[src/rtl/srb_pkg.sv]
`timescale 1ns/1ps
package srb_pkg;
  localparam int WORD_W = 32;
  localparam int REG_W  = 2 * WORD_W;

  // Saturating one-step increment of a 64-bit counter value.
  function automatic logic [REG_W-1:0] sat_step(input logic [REG_W-1:0] v);
    return (&v) ? v : v + REG_W'(1);
  endfunction

  // Join the staged upper half with the newly written lower half.
  function automatic logic [REG_W-1:0] join_words(input logic [WORD_W-1:0] hi,
                                                  input logic [WORD_W-1:0] lo);
    return {hi, lo};
  endfunction

  // Select one 32-bit half of a 64-bit value.
  function automatic logic [WORD_W-1:0] pick_word(input logic [REG_W-1:0] v,
                                                  input logic low);
    return low ? v[WORD_W-1:0] : v[REG_W-1:WORD_W];
  endfunction
endpackage

[src/rtl/srb_decode.sv]
`timescale 1ns/1ps
module srb_decode #(
  parameter int ADDR_W    = 4,
  parameter int NUM_SLOTS = 5,
  parameter int CNT_BASE  = 3,
  localparam int SLOT_W   = ADDR_W - 1
) (
  input  logic [ADDR_W-1:0] addr,
  output logic [SLOT_W-1:0] slot,
  output logic              low_half,
  output logic              mapped,
  output logic              is_cnt
);
  assign slot     = addr[ADDR_W-1:1];
  assign low_half = addr[0];
  assign mapped   = (32'(slot) < NUM_SLOTS);
  assign is_cnt   = mapped && (32'(slot) >= CNT_BASE);
endmodule

[src/rtl/srb_wstage.sv]
`timescale 1ns/1ps
module srb_wstage
  import srb_pkg::*;
(
  input  logic              clk,
  input  logic              rst_n,
  input  logic              wr_en,
  input  logic              mapped,
  input  logic              low_half,
  input  logic [WORD_W-1:0] wdata,
  output logic [WORD_W-1:0] hold_q,
  output logic              commit,
  output logic [REG_W-1:0]  commit_val
);
  logic stage_upper;

  assign stage_upper = wr_en && mapped && !low_half;
  assign commit      = wr_en && mapped && low_half;
  assign commit_val  = join_words(hold_q, wdata);

  always_ff @(posedge clk or negedge rst_n) begin
    if (!rst_n)           hold_q <= '0;
    else if (stage_upper) hold_q <= wdata;
  end

  AST_HOLD_LOAD: assert property (@(posedge clk) disable iff (!rst_n)
    (wr_en && mapped && !low_half) |=> (hold_q == $past(wdata)));
  AST_HOLD_KEEP: assert property (@(posedge clk) disable iff (!rst_n)
    !(wr_en && mapped && !low_half) |=> $stable(hold_q));
endmodule

[src/rtl/srb_counter.sv]
`timescale 1ns/1ps
module srb_counter
  import srb_pkg::*;
(
  input  logic             clk,
  input  logic             rst_n,
  input  logic             inc,
  input  logic             ld,
  input  logic [REG_W-1:0] ld_val,
  output logic [REG_W-1:0] value
);
  always_ff @(posedge clk or negedge rst_n) begin
    if (!rst_n)   value <= '0;
    else if (ld)  value <= ld_val;
    else if (inc) value <= sat_step(value);
  end

  AST_CNT_LOAD: assert property (@(posedge clk) disable iff (!rst_n)
    ld |=> (value == $past(ld_val)));
  AST_NO_WRAP: assert property (@(posedge clk) disable iff (!rst_n)
    (!ld && (&value)) |=> (&value));
  AST_CNT_IDLE: assert property (@(posedge clk) disable iff (!rst_n)
    (!ld && !inc) |=> $stable(value));
  AST_CNT_STEP: assert property (@(posedge clk) disable iff (!rst_n)
    (!ld && inc && !(&value)) |=> (value != $past(value)));
endmodule

[src/rtl/split_reg_bridge.sv]
`timescale 1ns/1ps
module split_reg_bridge
  import srb_pkg::*;
#(
  parameter int ADDR_W  = 4,
  parameter int NUM_RW  = 2,
  parameter int NUM_CNT = 2,
  localparam int SLOT_W    = ADDR_W - 1,
  localparam int CNT_BASE  = 1 + NUM_RW,
  localparam int NUM_SLOTS = CNT_BASE + NUM_CNT
) (
  input  logic               clk,
  input  logic               rst_n,
  input  logic [ADDR_W-1:0]  addr,
  input  logic               wr_en,
  input  logic [31:0]        wr_data,
  input  logic               rd_en,
  output logic [31:0]        rd_data,
  input  logic [NUM_CNT-1:0] cnt_inc,
  output logic               sw_reset_pulse,
  output logic               wdog_en,
  output logic               wdog_force_fail
);
  localparam int RST_BIT = 31;
  localparam int WDE_BIT = 30;
  localparam int WDF_BIT = 29;

  logic [SLOT_W-1:0]            slot;
  logic                         low_half, mapped, is_cnt;
  logic [WORD_W-1:0]            hold_q;
  logic                         commit;
  logic [REG_W-1:0]             commit_val;
  logic [REG_W-1:0]             cfg_q;
  logic [NUM_RW-1:0][REG_W-1:0] rw_q;
  logic [REG_W-1:0]             cnt_val [NUM_CNT];
  logic [REG_W-1:0]             sel_val;
  logic [WORD_W-1:0]            rd_word;
  logic [WORD_W-1:0]            latch_q;
  logic                         cfg_commit;
  logic                         capture;

  srb_decode #(.ADDR_W(ADDR_W), .NUM_SLOTS(NUM_SLOTS), .CNT_BASE(CNT_BASE)) u_dec (
    .addr(addr), .slot(slot), .low_half(low_half), .mapped(mapped), .is_cnt(is_cnt)
  );

  srb_wstage u_wst (
    .clk(clk), .rst_n(rst_n), .wr_en(wr_en), .mapped(mapped), .low_half(low_half),
    .wdata(wr_data), .hold_q(hold_q), .commit(commit), .commit_val(commit_val)
  );

  assign cfg_commit = commit && (slot == '0);
  assign capture    = rd_en && is_cnt && !low_half;

  // Configuration register; the reset request bit is never stored.
  always_ff @(posedge clk or negedge rst_n) begin
    if (!rst_n) begin
      cfg_q          <= '0;
      sw_reset_pulse <= 1'b0;
    end else begin
      sw_reset_pulse <= cfg_commit && commit_val[RST_BIT];
      if (cfg_commit) begin
        cfg_q          <= commit_val;
        cfg_q[RST_BIT] <= 1'b0;
      end
    end
  end

  assign wdog_en         = cfg_q[WDE_BIT];
  assign wdog_force_fail = cfg_q[WDF_BIT];

  // General registers.
  always_ff @(posedge clk or negedge rst_n) begin
    if (!rst_n) rw_q <= '0;
    else begin
      for (int i = 0; i < NUM_RW; i++)
        if (commit && (32'(slot) == i + 1)) rw_q[i] <= commit_val;
    end
  end

  // Event counters.
  for (genvar c = 0; c < NUM_CNT; c++) begin : g_cnt
    srb_counter u_cnt (
      .clk(clk), .rst_n(rst_n), .inc(cnt_inc[c]),
      .ld(commit && (32'(slot) == CNT_BASE + c)),
      .ld_val(commit_val), .value(cnt_val[c])
    );
  end

  // Read selection.
  always_comb begin
    sel_val = '0;
    if (mapped) begin
      if (slot == '0) sel_val = cfg_q;
      for (int i = 0; i < NUM_RW; i++)
        if (32'(slot) == i + 1) sel_val = rw_q[i];
      for (int c = 0; c < NUM_CNT; c++)
        if (32'(slot) == CNT_BASE + c) sel_val = cnt_val[c];
    end
    rd_word = pick_word(sel_val, low_half);
    if (is_cnt && low_half) rd_word = latch_q;
  end

  always_ff @(posedge clk or negedge rst_n) begin
    if (!rst_n) begin
      rd_data <= '0;
      latch_q <= '0;
    end else if (rd_en) begin
      rd_data <= rd_word;
      if (capture) latch_q <= sel_val[WORD_W-1:0];
    end
  end

  AST_UPPER_NO_COMMIT: assert property (@(posedge clk) disable iff (!rst_n)
    (wr_en && !addr[0]) |=> ($stable(cfg_q) && $stable(rw_q)));
  AST_RST_PULSE: assert property (@(posedge clk) disable iff (!rst_n)
    (wr_en && addr == ADDR_W'(1) && wr_data[RST_BIT]) |=> sw_reset_pulse);
  AST_PULSE_CAUSE: assert property (@(posedge clk) disable iff (!rst_n)
    sw_reset_pulse |-> $past(wr_en && addr == ADDR_W'(1)));
  AST_UNMAPPED_ZERO: assert property (@(posedge clk) disable iff (!rst_n)
    (rd_en && !mapped) |=> (rd_data == '0));
  AST_LATCH_STABLE: assert property (@(posedge clk) disable iff (!rst_n)
    !capture |=> $stable(latch_q));
endmodule

[config.mk]
export PLATFORM = sky130hd
export DESIGN_NAME = split_reg_bridge
export DESIGN_NICKNAME = d
export VERILOG_FILES = /design/src/rtl/srb_pkg.sv /design/src/rtl/srb_decode.sv /design/src/rtl/srb_wstage.sv /design/src/rtl/srb_counter.sv /design/src/rtl/split_reg_bridge.sv
export SDC_FILE = /design/constraint.sdc
export NUM_CORES = 1
export LEC_CHECK = 0
export ABC_AREA = 1
export ABC_CLOCK_PERIOD_IN_PS = 3230
export BUFFER_PORTS_ARGS = -buffer_cell sky130_fd_sc_hd__buf_4
export CAP_MARGIN = 30
export CORE_MARGIN = 10
export CORE_UTILIZATION = 45
export CTS_BUF_LIST = sky130_fd_sc_hd__clkbuf_2
export CTS_CLUSTER_DIAMETER = 40
export CTS_CLUSTER_SIZE = 40
export DETAILED_ROUTE_END_ITERATION = 8
export GPL_TIMING_DRIVEN = 0
export REMOVE_ABC_BUFFERS = 1
export SYNTH_ARGS = -nofsm -noshare
export SYNTH_HDL_FRONTEND = slang
export SYNTH_SLANG_ARGS = --single-unit
[constraint.sdc]
create_clock -name clk -period 3.23 [get_ports clk]
set_input_delay 0.969 -clock clk [delete_from_list [all_inputs] [get_ports clk]]
set_output_delay 0.969 -clock clk [all_outputs]
set_load 0.1 [all_outputs]
# [Word-level counts from Yosys, hierarchy flattened]
# Cells that the tools add are included.
# Widths: inputs -> output; s select.
[word_totals] ff_bits=416 input_bits=42
[classes] n_addsub=2 order_cmp=2 n_eq_ne=6 n_mux=14 n_reduce_logical=22
[op_table] cell="$mux 64" n=12
[op_table] cell="$add 64x1->64 const B" n=2
[op_table] cell="$reduce_and 64->1" n=2
[op_table] cell="$mux 32" n=2
[op_table] cell="$logic_and 1x1->1" n=13
[op_table] cell="$eq 3x2->1 const B" n=2
[op_table] cell="$reduce_and 2->1" n=3
[op_table] cell="$ne 2x1->1 const B" n=2
[op_table] cell="$reduce_bool 2->1" n=2
[op_table] cell="$eq 3x1->1 const B" n=1
[op_table] cell="$eq 3x3->1 const B" n=1
[op_table] cell="$ge 3x2->1 const B" n=1
[op_table] cell="$logic_not 3->1" n=1
[op_table] cell="$lt 3x3->1 const B" n=1
[op_table] cell="$logic_not 1->1" n=1

# [Logic depth before layout (Yosys ltp)]
[depth] depth_word=9 depth_mapped=14 ltp_nobuf=13

# [Cells and area by module]
# A second synthesis with hierarchy kept.
[hier_totals] hier_cells=3740 hier_area_um2=25308.0
[by_module_without_submodules] module="split_reg_bridge" n_inst=1 cells_per_inst=1844 area_each_um2=13207.7 seq_area_each_um2=6406.1
[by_module_without_submodules] module="srb_counter" n_inst=2 cells_per_inst=838 area_each_um2=5089.9 seq_area_each_um2=1601.5
[by_module_without_submodules] module="srb_wstage" n_inst=1 cells_per_inst=210 area_each_um2=1859.3 seq_area_each_um2=800.8
[by_module_without_submodules] module="srb_decode" n_inst=1 cells_per_inst=10 area_each_um2=61.3 seq_area_each_um2=0.0

# [Worst setup path after synthesis]
# OpenSTA, ideal clock, no wires.
[synth_timing] path_kind="input to register" startpoint="in addr[0]" endpoint="reg g_cnt[1].u_cnt.value[3]" setup_time_ns=0.116 t_arrival_ns=2.182 t_required_ns=3.114 path_slack_ns=0.932 path_stages=11 path_cell_list="clkbuf_1 nand2_1 a21oi_2 nand2_1 inv_2 or2_1 nand2_2 buf_6 buf_6 nand2_1 nand2_1"
[synth_between] elab_chain_len=4
[synth_rtl] element="start: declaration" line_no="split_reg_bridge.sv:14" source="input logic [ADDR_W-1:0] addr,"
[synth_rtl] element="$logic_and 1x1->1 (*)" line_no="srb_wstage.sv:18" source="assign commit = wr_en && mapped && low_half;"
[synth_rtl] element="$logic_and 1x1->1 (*)" line_no="split_reg_bridge.sv:84" source=".ld(commit && (32'(slot) == CNT_BASE + c)),"
[synth_rtl] element="$ne 2x1->1 (no line) / $reduce_bool 2->1 (equally long branches)"
[synth_rtl] element="$reduce_and 2->1 (no line)"
[synth_rtl] element="end signal: assignment" line_no="srb_counter.sv:14" source="else if (ld) value <= ld_val;"
[synth_rtl] element="end signal: assignment" line_no="srb_counter.sv:15" source="else if (inc) value <= sat_step(value);"
[synth_rtl] element="end: declaration" line_no="srb_counter.sv:10" source="output logic [REG_W-1:0] value"
# Mark *: on every way between the ends. The rest lies on a longest branch, timed or not.
# A chain may end at the register's enable or synchronous reset.

# [Worst setup path after layout]
[layout_timing] startpoint="in addr[3]" endpoint="reg rd_data[12]"
[layout_between] elab_chain_len=9
[layout_rtl] element="$logic_not 3->1" line_no="split_reg_bridge.sv:93" source="if (slot == '0) sel_val = cfg_q;"
[layout_rtl] element="$mux 64" line_no="split_reg_bridge.sv:93"
[layout_rtl] element="$mux 64 (2 in series)" line_no="split_reg_bridge.sv:95" source="if (32'(slot) == i + 1) sel_val = rw_q[i];"
[layout_rtl] element="$mux 64 (2 in series)" line_no="split_reg_bridge.sv:97" source="if (32'(slot) == CNT_BASE + c) sel_val = cnt_val[c];"
[layout_rtl] element="$mux 64" line_no="split_reg_bridge.sv:92" source="if (mapped) begin"
[layout_rtl] element="$mux 32" line_no="srb_pkg.sv:20" source="return low ? v[WORD_W-1:0] : v[REG_W-1:WORD_W];"
[layout_rtl] element="$mux 32 (*)" line_no="split_reg_bridge.sv:100" source="if (is_cnt && low_half) rd_word = latch_q;"
[layout_rtl] element="end signal: assignment" line_no="split_reg_bridge.sv:108" source="rd_data <= rd_word;"
[layout_rtl] element="end: declaration" line_no="split_reg_bridge.sv:18" source="output logic [31:0] rd_data,"
# Marked as above.

==> results.ini <==
[run_status]
status = finished, final reports clean

[drt]
drt-initial-drc-count = 2507
drc = 0
routed_wirelength_um = 97180
via_per_inst = 5.544
final_antenna_net_count = 0
vias = 24002
routedWlPerCell_um = 22.45
dr.pass1.iters = 6

[critical_path]
r2r_cells = 13
cp_slowest_stage_delay_ps = 670
r2r_start = g_cnt[1].u_cnt.value[0]$_DFFE_PN0P_
arrival_ps = 4170
cp_top_family = simple AND/OR/NAND/NOR gates
crit_start = addr[3]
cp.required_ps = 4200
crit_cells = 13
critPathCapture = rd_data[12]$_DFFE_PN0P_
cp_max_fo = 41
critical_path_buf_inv_count = 6
crit_chain = buf_4, inv_2, nand2_2, buf_16, nor2_4, buf_4, nor2_1, nor2_4, inv_4, o21ai_0, inv_1, nand2_1, nand2_1
rrSetupSlack_ps = 170
slowest_stage = nor2_4
cp-end-kind = register
critPathKind = input port to register
start_kind = input port
r2r-end = g_cnt[1].u_cnt.value[48]$_DFFE_PN0P_

[floorplan]
boundaryPins = 77
die_width_um = 250.0
die_area_um2 = 62510
start_util_pct = 45.40
rows = 84
dieHeight_um = 250.0
design.core.area_um2 = 52450

[cells_and_area]
instances_no_fill = 4329
area_delta_synth_final_pct = 11.50
num-nets-final = 3616
finalInstanceArea_um2 = 26550
drive_above_1_share_pct = 8.574

[yosys]
synth_compound_area_share_pct = 12.31
synth.mux.area_fraction_pct = 0
seq_area_frac_synth_pct = 43.73
synth_largest_area_cell = dfrtp_1
synth_top_cells_by_area = dfrtp_1 (44%), nand2_1 (23%), o21ai_0 (8.7%)
synth-adder-area-share_pct = 0.1051
synthSimpleGateAreaFrac_pct = 34.43
syn_inst = 3546
syn_area_um2 = 23810
synth_top_area_share_pct = 43.73
synth_xor_area_share_pct = 2.170
ys_types = 32
yosys_register_bits = 416
synth_top_family_by_area = simple AND/OR/NAND/NOR gates
syn_area_per_cell_um2 = 6.714
ys.warnings.count = 0

[placed_design]
portBuffers = 76
place_hpwl_um = 69730
placed_area_um2 = 25160
gp_congestion = 0.9900
dp_cells = 4167

[cts]
cts_buffers = 82
htreeDepth = 3
cts_tree = done
clock_latency_ps = 1170
cts_sinks = 416
cts_root_buf = clkbuf_2
clkSlewWorstSetupHoldPaths_ps = 150
cts_buffer_depth = 3

[sta]
whs_ps = 124.0
slew-limit-headroom_pct = 29.06
max_clock_freq_mhz = 312.1
worstMarginPinSlew_ps = 1063
post-route-min-period_ps = 3204
hold_viol = 0
setup_viol = 0
finalCritPeriodShare_pct = 99.18
fin_skew_ps = 126.3
rsz0062_at_grt = false
drv_slew = 0

[pwr]
combPwrFrac_pct = 22.5
p_leak_nw = 12.55
p_seq_share_pct = 47.2
pwr-share-clk_pct = 30.3
p_total_mw = 15.41
internal_power_mw = 9.322
p_sw_mw = 6.085
power_density_nw_per_um2 = 580.4
switching_share_pct = 39.49
vdd_drop_max_uv = 360.3

[job]
drv_cap = 0

[global_route]
grt_pass1_vias = 22620
grt_pass1_wl_um = 144600
grt_use_total_pct = 30.40
grt_max_degree = 119
antenna_found_initial = 3
grt_overflow = 0

[min_path]
worstHoldPathType = input port to register

## worst min-delay path by stage
| stage | start | end | cells past startpoint | slack, ps |
|---|---|---|---|---|
| after floorplan | latch_q[25]$_DFFE_PN0P_ | latch_q[25]$_DFFE_PN0P_ | 2 | 440 |
| after global placement | latch_q[14]$_DFFE_PN0P_ | latch_q[14]$_DFFE_PN0P_ | 2 | 460 |
| after detailed placement | latch_q[23]$_DFFE_PN0P_ | latch_q[23]$_DFFE_PN0P_ | 2 | 460 |
| after CTS | cnt_inc[0] | g_cnt[0].u_cnt.value[63]$_DFFE_PN0P_ | 3 | 20 |
| after global routing | wr_data[24] | g_cnt[0].u_cnt.value[24]$_DFFE_PN0P_ | 5 | 70 |
| final | cnt_inc[0] | g_cnt[0].u_cnt.value[63]$_DFFE_PN0P_ | 3 | 120 |
## cells by family after synthesis
logic type               after synthesis
XOR/XNOR                              59
AND/OR/NAND/NOR                     2063
flip-flops                           416
buffers and inverters                425
adder cells (fa/ha/maj)                2
AO/OA/AOI/OAI                        581
## power by group through the flow
stage	clock (mW)	combinational, mW	sequential, mW
after floorplan	0	1.90	7.37
after CTS	4.73	3.45	7.24
after global routing	4.96	3.89	7.40
after global placement	0	3.26	7.32
final	4.66	3.47	7.28
after detailed placement	0	3.41	7.34
## placed cells by master (no fill, tap or decap), types with 7 or more instances in the layout
cell type	count
o21ai_0	412
inv_1	243
bufinv_16	13
clkbuf_2	89
nor2_1	332
buf_12	11
xnor2_1	8
nand2_1	1442
or2_2	7
and2_1	7
nor2_2	9
clkinv_2	9
clkinvlp_4	9
dfrtp_1	415
o21ai_1	36
buf_16	12
nand4_1	39
a21oi_1	124
buf_4	80
inv_6	15
xor2_1	51
nand2_4	8
nand3_1	196
## tightest hold or removal path, delay by kind of cell
family,cells,cell delay (ps)
buf+inv,1,110
simple gates,2,160
## synth_stat cells
library cell,number
clkbuf_1,109
and2_1,7
nand2_2,5
nor3b_1,1
nor3_1,7
inv_1,244
a21oi_1,124
o22ai_1,1
o2111ai_1,2
nor2_1,333
nand3_1,197
o211ai_1,3
nand2_1,1452
buf_6,10
or2_2,7
or2_1,1
xor2_1,51
inv_2,12
o21bai_1,1
nor2_4,2
o21ai_0,412
a21oi_2,1
buf_4,1
dfrtp_1,416
buf_1,5
ha_1,2
buf_2,44
nand4_1,39
xnor2_1,8
o21ai_1,37
nand3b_1,1
nor2_2,11
## per-layer routing
layer | wire [um] | part of all wire, % | vias up | global-route usage, %
li1 | - | - | 11331 | -
met1 | 42060 | 43 | 11361 | 40.99
met2 | 41230 | 42 | 1078 | 44.83
met3 | 7552 | 7.8 | 230 | 5.626
met4 | 6323 | 6.5 | 2 | 17.90
met5 | 13 | 0.013 | - | 0
## sequential cells by signal (all words and copies together) (netlist names)
signal and count:
rd_data 32, g_cnt.u_cnt.value 128, latch_q 32, rw_q 128
cfg_q 63, sw_reset_pulse 1, u_wst.hold_q 32
## per-stage QoR
step,setup WS (ps),util (%),setup TNS (ps)
after floorplan,-2987,-,-849460
after global placement,-8438,46.66,-4207140
after detailed placement,-2702,47.98,-502290
after CTS,55.62,50.57,0
after global routing,5.842,50.61,0
final,26.34,50.62,0
## timing repair
item	in CTS	in global routing
hold buffers	1	0
pin swaps	4	2
hold endpoints to repair	72	0
setup buffers	5	0
endpoints found under the setup margin	160	72
gates cloned	3	0
gates resized for setup	20	6
## area by class of cell
cell class / count / area, um2
diodes: 2 / 5.005
clock buffers: 89 / 445.4
clock inverters: 62 / 757.0
repair buffers: 108 / 1210
multi-input cells: 2708 / 11860
flip-flops and latches: 416 / 10410
well taps: 688 / 860.8
inverters: 256 / 998.5
fillers: 5396 / 25900
No activity file was read; power rests on OpenSTA's default activity.
